## src/rtl/edge_irq_agg_pkg.sv

```systemverilog
package edge_irq_agg_pkg;
   localparam int DW = 8;
   localparam int AW = 5;
   localparam int VEC_BYTES = 4;
   localparam int VEC_W = DW * VEC_BYTES;
   localparam int LINES_PER_EDGE_REG = 4;
   localparam int EDGE_FIELD_W = 2;

   localparam logic [AW-1:0] A_EDGE  = 5'h00;
   localparam logic [AW-1:0] A_MASKA = 5'h08;
   localparam logic [AW-1:0] A_MASKB = 5'h0C;
   localparam logic [AW-1:0] A_STAT  = 5'h10;
   localparam logic [AW-1:0] A_CTRL  = 5'h14;

   localparam int CTRL_COR  = 0;
   localparam int CTRL_PEND = 1;
   localparam int CTRL_EXCL = 2;
   localparam int CTRL_W    = 3;
endpackage

```

## src/rtl/eia_edge_detect.sv

```systemverilog
module eia_edge_detect #(
   parameter int N = 18
) (
   input  logic         clk,
   input  logic         rst_n,
   input  logic [N-1:0] pins,
   input  logic [N-1:0] rise_en,
   input  logic [N-1:0] fall_en,
   output logic [N-1:0] edges,
   output logic [N-1:0] prev
);
   logic [N-1:0] prev_q;

   always_ff @(posedge clk) begin
      if (!rst_n) prev_q <= '0;
      else        prev_q <= pins;
   end

   for (genvar i = 0; i < N; i++) begin : g_line
      logic up, down;
      assign up       = pins[i] & ~prev_q[i];
      assign down     = ~pins[i] & prev_q[i];
      assign edges[i] = (rise_en[i] & up) | (fall_en[i] & down);
   end

   assign prev = prev_q;
endmodule

```

## src/rtl/eia_regs.sv

```systemverilog
module eia_regs
   import edge_irq_agg_pkg::*;
#(
   parameter int N = 18
) (
   input  logic          clk,
   input  logic          rst_n,
   input  logic          sel,
   input  logic          wr,
   input  logic [AW-1:0] addr,
   input  logic [DW-1:0] wdata,
   output logic [DW-1:0] rdata,
   input  logic [N-1:0]  status_in,
   output logic [N-1:0]  rise_en,
   output logic [N-1:0]  fall_en,
   output logic [N-1:0]  mask_a,
   output logic [N-1:0]  mask_b,
   output logic          cor,
   output logic          pend_dis,
   output logic          excl,
   output logic [N-1:0]  clr
);
   localparam int EDGE_REGS = (N + LINES_PER_EDGE_REG - 1) / LINES_PER_EDGE_REG;

   logic [DW-1:0]     edge_cfg_q [EDGE_REGS];
   logic [N-1:0]      mask_a_q, mask_b_q, mask_a_d, mask_b_d;
   logic [CTRL_W-1:0] ctrl_q;
   logic [DW-1:0]     rdata_q, rd_val;
   logic              rd_stb, wr_stb;
   logic [VEC_W-1:0]  stat_v, ma_v, mb_v;

   assign rd_stb = sel & ~wr;
   assign wr_stb = sel & wr;

   for (genvar e = 0; e < EDGE_REGS; e++) begin : g_edge_reg
      always_ff @(posedge clk) begin
         if (!rst_n) edge_cfg_q[e] <= '0;
         else if (wr_stb && addr == AW'(int'(A_EDGE) + e)) edge_cfg_q[e] <= wdata;
      end
   end

   always_comb begin
      for (int i = 0; i < N; i++) begin
         rise_en[i] = edge_cfg_q[i / LINES_PER_EDGE_REG][(i % LINES_PER_EDGE_REG) * EDGE_FIELD_W + 1];
         fall_en[i] = edge_cfg_q[i / LINES_PER_EDGE_REG][(i % LINES_PER_EDGE_REG) * EDGE_FIELD_W];
      end
   end

   always_comb begin
      mask_a_d = mask_a_q;
      mask_b_d = mask_b_q;
      clr      = '0;
      for (int i = 0; i < N; i++) begin
         if (wr_stb && addr == AW'(int'(A_MASKA) + i / DW)) mask_a_d[i] = wdata[i % DW];
         if (wr_stb && addr == AW'(int'(A_MASKB) + i / DW)) mask_b_d[i] = wdata[i % DW];
         if (addr == AW'(int'(A_STAT) + i / DW)) begin
            if (rd_stb && ctrl_q[CTRL_COR])                  clr[i] = 1'b1;
            if (wr_stb && !ctrl_q[CTRL_COR] && wdata[i % DW]) clr[i] = 1'b1;
         end
      end
   end

   always_ff @(posedge clk) begin
      if (!rst_n) begin
         mask_a_q <= '1;
         mask_b_q <= '1;
         ctrl_q   <= '0;
      end else begin
         mask_a_q <= mask_a_d;
         mask_b_q <= mask_b_d;
         if (wr_stb && addr == A_CTRL) ctrl_q <= wdata[CTRL_W-1:0];
      end
   end

   assign stat_v = VEC_W'(status_in);
   assign ma_v   = VEC_W'(mask_a_q);
   assign mb_v   = VEC_W'(mask_b_q);

   always_comb begin
      rd_val = '0;
      for (int e = 0; e < EDGE_REGS; e++)
         if (addr == AW'(int'(A_EDGE) + e)) rd_val = edge_cfg_q[e];
      for (int b = 0; b < VEC_BYTES; b++) begin
         if (addr == AW'(int'(A_MASKA) + b)) rd_val = ma_v[b*DW +: DW];
         if (addr == AW'(int'(A_MASKB) + b)) rd_val = mb_v[b*DW +: DW];
         if (addr == AW'(int'(A_STAT) + b))  rd_val = stat_v[b*DW +: DW];
      end
      if (addr == A_CTRL) rd_val = DW'(ctrl_q);
   end

   always_ff @(posedge clk) begin
      if (!rst_n)      rdata_q <= '0;
      else if (rd_stb) rdata_q <= rd_val;
   end

   assign rdata    = rdata_q;
   assign mask_a   = mask_a_q;
   assign mask_b   = mask_b_q;
   assign cor      = ctrl_q[CTRL_COR];
   assign pend_dis = ctrl_q[CTRL_PEND];
   assign excl     = ctrl_q[CTRL_EXCL];
endmodule

```

## src/rtl/eia_status.sv

```systemverilog
module eia_status #(
   parameter int N = 18
) (
   input  logic         clk,
   input  logic         rst_n,
   input  logic [N-1:0] edges,
   input  logic [N-1:0] mask_a,
   input  logic [N-1:0] mask_b,
   input  logic         pend_dis,
   input  logic         excl,
   input  logic [N-1:0] clr,
   output logic [N-1:0] accepted,
   output logic [N-1:0] status
);
   logic [N-1:0] reach, status_q;

   assign reach    = ~mask_a | (excl ? ~mask_b : '0);
   assign accepted = pend_dis ? (edges & reach) : edges;

   always_ff @(posedge clk) begin
      if (!rst_n) status_q <= '0;
      else        status_q <= (status_q & ~clr) | accepted;
   end

   assign status = status_q;
endmodule

```

## src/rtl/eia_irq_route.sv

```systemverilog
module eia_irq_route #(
   parameter int N = 18,
   parameter bit REG_OUT = 1'b0
) (
   input  logic         clk,
   input  logic         rst_n,
   input  logic [N-1:0] status,
   input  logic [N-1:0] mask_a,
   input  logic [N-1:0] mask_b,
   input  logic         excl,
   output logic         irq_a,
   output logic         irq_b
);
   logic req_a, req_b;

   assign req_a = |(status & ~mask_a);
   assign req_b = excl ? |(status & ~mask_b) : req_a;

   if (REG_OUT) begin : g_reg
      logic a_q, b_q;
      always_ff @(posedge clk) begin
         if (!rst_n) begin
            a_q <= 1'b0;
            b_q <= 1'b0;
         end else begin
            a_q <= req_a;
            b_q <= req_b;
         end
      end
      assign irq_a = a_q;
      assign irq_b = b_q;
   end else begin : g_comb
      assign irq_a = req_a;
      assign irq_b = req_b;
   end
endmodule

```

## src/rtl/edge_irq_agg.sv

```systemverilog
module edge_irq_agg
   import edge_irq_agg_pkg::*;
#(
   parameter int NUM_LINES   = 18,
   parameter bit REG_IRQ_OUT = 1'b0
) (
   input  logic                 clk,
   input  logic                 rst_n,
   input  logic [NUM_LINES-1:0] pins_in,
   input  logic                 bus_sel,
   input  logic                 bus_wr,
   input  logic [AW-1:0]        bus_addr,
   input  logic [DW-1:0]        bus_wdata,
   output logic [DW-1:0]        bus_rdata,
   output logic                 irq_a,
   output logic                 irq_b
);
   initial begin
      assert (NUM_LINES >= DW && NUM_LINES <= VEC_W)
         else $error("NUM_LINES must lie between one byte and the status vector width");
   end

   logic [NUM_LINES-1:0] rise_en, fall_en, edges_w, prev_w;
   logic [NUM_LINES-1:0] mask_a_w, mask_b_w, clr_w, accepted_w, status_w;
   logic                 cor_w, pend_w, excl_w;

   eia_edge_detect #(.N(NUM_LINES)) u_edge (
      .clk     (clk),
      .rst_n   (rst_n),
      .pins    (pins_in),
      .rise_en (rise_en),
      .fall_en (fall_en),
      .edges   (edges_w),
      .prev    (prev_w)
   );

   eia_regs #(.N(NUM_LINES)) u_regs (
      .clk       (clk),
      .rst_n     (rst_n),
      .sel       (bus_sel),
      .wr        (bus_wr),
      .addr      (bus_addr),
      .wdata     (bus_wdata),
      .rdata     (bus_rdata),
      .status_in (status_w),
      .rise_en   (rise_en),
      .fall_en   (fall_en),
      .mask_a    (mask_a_w),
      .mask_b    (mask_b_w),
      .cor       (cor_w),
      .pend_dis  (pend_w),
      .excl      (excl_w),
      .clr       (clr_w)
   );

   eia_status #(.N(NUM_LINES)) u_status (
      .clk      (clk),
      .rst_n    (rst_n),
      .edges    (edges_w),
      .mask_a   (mask_a_w),
      .mask_b   (mask_b_w),
      .pend_dis (pend_w),
      .excl     (excl_w),
      .clr      (clr_w),
      .accepted (accepted_w),
      .status   (status_w)
   );

   eia_irq_route #(.N(NUM_LINES), .REG_OUT(REG_IRQ_OUT)) u_route (
      .clk    (clk),
      .rst_n  (rst_n),
      .status (status_w),
      .mask_a (mask_a_w),
      .mask_b (mask_b_w),
      .excl   (excl_w),
      .irq_a  (irq_a),
      .irq_b  (irq_b)
   );
endmodule

```

## config.mk

```make
export PLATFORM = sky130hd
export DESIGN_NAME = edge_irq_agg
export DESIGN_NICKNAME = d
export VERILOG_FILES = /design/src/rtl/edge_irq_agg_pkg.sv /design/src/rtl/eia_edge_detect.sv /design/src/rtl/eia_regs.sv /design/src/rtl/eia_status.sv /design/src/rtl/eia_irq_route.sv /design/src/rtl/edge_irq_agg.sv
export SDC_FILE = /design/constraint.sdc
export NUM_CORES = 1
export LEC_CHECK = 0
export BUFFER_PORTS_ARGS = -buffer_cell sky130_fd_sc_hd__buf_2
export CAP_MARGIN = 20
export CORE_MARGIN = 2
export CORE_UTILIZATION = 55
export DETAILED_ROUTE_END_ITERATION = 16
export PLACE_DENSITY = 0.77
export SYNTH_ARGS = -nofsm -noshare
export SYNTH_HDL_FRONTEND = slang
export SYNTH_SLANG_ARGS = --single-unit
```

## constraint.sdc

```tcl
create_clock -name clk -period 1.95 [get_ports clk]
set_clock_uncertainty 0.2 [all_clocks]
set_input_delay 0 -clock clk [delete_from_list [all_inputs] [get_ports clk]]
set_output_delay 0 -clock clk [all_outputs]
set_load 0.02 [all_outputs]
```

==> run_results.csv <==
group,metric,value,unit
floorplanning,die_x,112,um
placement,numPortBuffers,44,
drt,drtAntennaViolNets,0,
critical_path,path_max_fanout,3,
status,outcome,"complete, but fails checks",
critical_path,worst-setup-path-type,"flop to output port",
timing,hold_slack,0.0350,ns
critical_path,max_stage_delay,0.33,ns
timing,period_minus_slack,2.03,ns
critical_path,crit_family,"compound AO/OA/AOI/OAI gates",
floorplanning,pin_count,45,
floorplanning,rows,39,
floorplanning,coreArea,11400,um^2
clock_tree,clk_pin_slew,0.06,ns
timing,slew_headroom,0.509,
logic_synthesis,postSynthCellCount,704,
global_routing,grt-ovfl-total,0,
floorplanning,initial_core_util,0.560,
floorplanning,die_h,112,um
global_routing,grt_pass1_vias,6177,
cells_and_area,nNetsFinal,851,
logic_synthesis,synth.net_count,739,
cells_and_area,design_area,8070,um^2
logic_synthesis,synth.distinct_cells,60,
timing,rsz0062_at_grt,"true",
clock_tree,cts_buffer_depth,2,
global_routing,grt_usage,0.371,
critical_path,start_kind,"flop",
power,peakVddDrop,1030,uV
logic_synthesis,synth_edf_count,40,
status,violations,"negative setup slack",
critical_path,cp-end-kind,"output port",
logic_synthesis,syn_area_per_cell,9.05,um^2
cells_and_area,finish.utilization,0.709,
clock_tree,cts_buffers,17,
min_path,min_path_type,"input pin to flop",
drt,post_drt_wl_per_cell,23.3,um
critical_path,cp_cell_sequence,"inv_1 > o22ai_1 > nor4_4 > o2111ai_2 > o21a_1 > buf_6",
logic_synthesis,async_flop_share,0,
logic_synthesis,synth_seq_cells,123,
cells_and_area,drive_gt1_frac,0.206,
power,p_leak,0.00321,uW
timing,final-setup-viol-count,2,
drt,drt-total-wl,22600,um
logic_synthesis,syn-cell-area,6370,um^2
clock_tree,cts_root_buf,"clkbuf_16",
power,power_density,821,nW/um^2
power,fin_total_pwr,6620,uW
floorplanning,die-area,12500,um^2
global_routing,grt_antenna_before_repair,0,
global_routing,grt_first_pass_wirelength,35000,um
cells_and_area,nFillCells,907,
timing,finalSetupTns,-0.100,ns
cells_and_area,syn_to_final_growth,26.6,%
placement,placedInstanceArea,6930,um^2
critical_path,crit_required,1.75,ns
timing,hold_violations,0,
clock_tree,cts_tree,"yes",
placement,hpwl,16000,um
logic_synthesis,synth-main-ff-cell,"dfxtp_1",
placement,place.gp.congestion,1.03,
critical_path,slowest_stage,"dfxtp_1",
timing,fin_crit_sh,1.04,
clock_tree,insertion_delay,0.43,ns
timing,tightest_slew,0.729,ns
run,max-cap-violations,0,
drt,drcViolationCount,0,
drt,via_per_inst,6.33,
logic_synthesis,synth.yosys.seq_area_share,0.450,
cells_and_area,antennaDiodeCount,0,
timing,fmax,493,MHz
drt,drt_first_pass_iters,7,
cells_and_area,final_cell_mix,"nand2_1 (96), dfxtp_1 (75), o21ai_0 (59), and2_1 (59), buf_4 (53)",
critical_path,cp_num_buf_inv,2,
global_routing,grt_max_degree,42,
clock_tree,cts.htree.levels,4,
drt,via_count,6157,
drt,drtIter0Drc,719,
clock_tree,clkSinkCount,123,
critical_path,worst-endpoint-arrival,1.83,ns
timing,setup_ws,-0.0789,ns
cells_and_area,mostFrequentLayoutCell,"nand2_1",
timing,drv_slew,0,
logic_synthesis,ys.warnings.count,0,
[timing repair]
action	4_1_cts	5_1_grt
pin swaps	4	0
resized for setup	18	11
setup endpoints to repair	2	26
hold buffers	41	0
hold endpoints to repair	126	0
buffers inserted	4	0
[layout make-up]
| type | instances | area (um^2) | area share |
|---|---|---|---|
| clock buffer | 23 | 499 | 0.0619 |
| tap | 143 | 179 | 0.0222 |
| timing repair buffer | 138 | 1040 | 0.129 |
| multi-input combinational | 514 | 3300 | 0.409 |
| sequential | 123 | 2880 | 0.357 |
| clock inverter | 9 | 87.6 | 0.0109 |
| inverter | 22 | 82.6 | 0.0102 |
[cell usage after synthesis (4+ instances only)]
| cell | instances | area [um^2] |
|---|---|---|
| nand3b_1 | 18 | 135 |
| o21ai_0 | 59 | 295 |
| o22ai_1 | 15 | 93.8 |
| a22o_1 | 4 | 35.0 |
| clkbuf_1 | 22 | 82.6 |
| a22oi_1 | 9 | 67.6 |
| a21o_1 | 8 | 60.1 |
| nor2b_1 | 12 | 75.1 |
| mux2i_1 | 34 | 340 |
| nand2b_1 | 12 | 75.1 |
| a21boi_0 | 20 | 150 |
| nand2_1 | 96 | 360 |
| buf_2 | 19 | 95.1 |
| nor4_1 | 5 | 31.3 |
| dfxtp_1 | 83 | 1660 |
| o211ai_1 | 31 | 233 |
| nand3_1 | 33 | 165 |
| a31oi_1 | 6 | 37.5 |
| inv_1 | 21 | 78.8 |
| o2111ai_1 | 7 | 61.3 |
| edfxtp_1 | 40 | 1200 |
| nor2_1 | 21 | 78.8 |
| mux2_2 | 7 | 78.8 |
| a21oi_1 | 4 | 20.0 |
| nor3_1 | 7 | 35.0 |
| and2_1 | 60 | 375 |
[worst register-to-register path: stages, from the launching register on]
cell	delay [ns]
edfxtp_1	0.43
mux4_2	0.49
nand2_1	0.09
and4_1	0.20
o31ai_1	0.08
a22o_1	0.20
[logic make-up after synthesis]
group / after synthesis / synth area share
AO/OA/AOI/OAI: 187 / 0.197
flip-flops: 123 / 0.450
AND/OR/NAND/NOR: 285 / 0.239
buffers and inverters: 67 / 0.0454
multiplexers: 42 / 0.0694
[flip-flops by register name, indices dropped and copies added, names as in the netlist]
register           count
u_status.status       18
u_regs.ctrl_q          3
u_regs.rdata           8
u_regs.edge_cfg_q     40
u_edge.prev           18
u_regs.mask_a         18
u_regs.mask_b         18
[through the flow]
step                      setup slack [ns]  instances
after floorplan                    0.00351        704
after global routing                -0.148        972
final                              -0.0789        972
after CTS                          -0.0570        972
after detailed placement             0.166        895
after global placement               0.165        895
[metal layers]
layer	vias to the layer above	wire, um	track usage
li1	2770	-	-
met1	2899	8910	0.486
met2	399	9980	0.561
met3	89	2470	0.0958
met4	0	1240	0.211
met5	-	0	0
[report_power, final]
part | leakage [uW] | switching [uW] | internal (uW) | total [uW]
sequential | 0.00106 | 94.7 | 2750 | 2850
combinational | 0.00188 | 407 | 282 | 689
clock | 0.000277 | 1160 | 1930 | 3090
[path summary, 6_finish.rpt]
kind                            slack, ns                     from                 to  depth (start not counted)
worst max register to register       0.16  u_regs.edge_cfg_q[2][3]    u_regs.rdata[3]                          5
worst min register to register       0.29          u_regs.rdata[7]    u_regs.rdata[7]                          2
worst max-delay path                -0.08       u_status.status[5]              irq_b                          6
worst min-delay path                 0.04              bus_addr[3]  u_regs.mask_b[16]                          5
No activity file was read; power rests on OpenSTA's default activity.
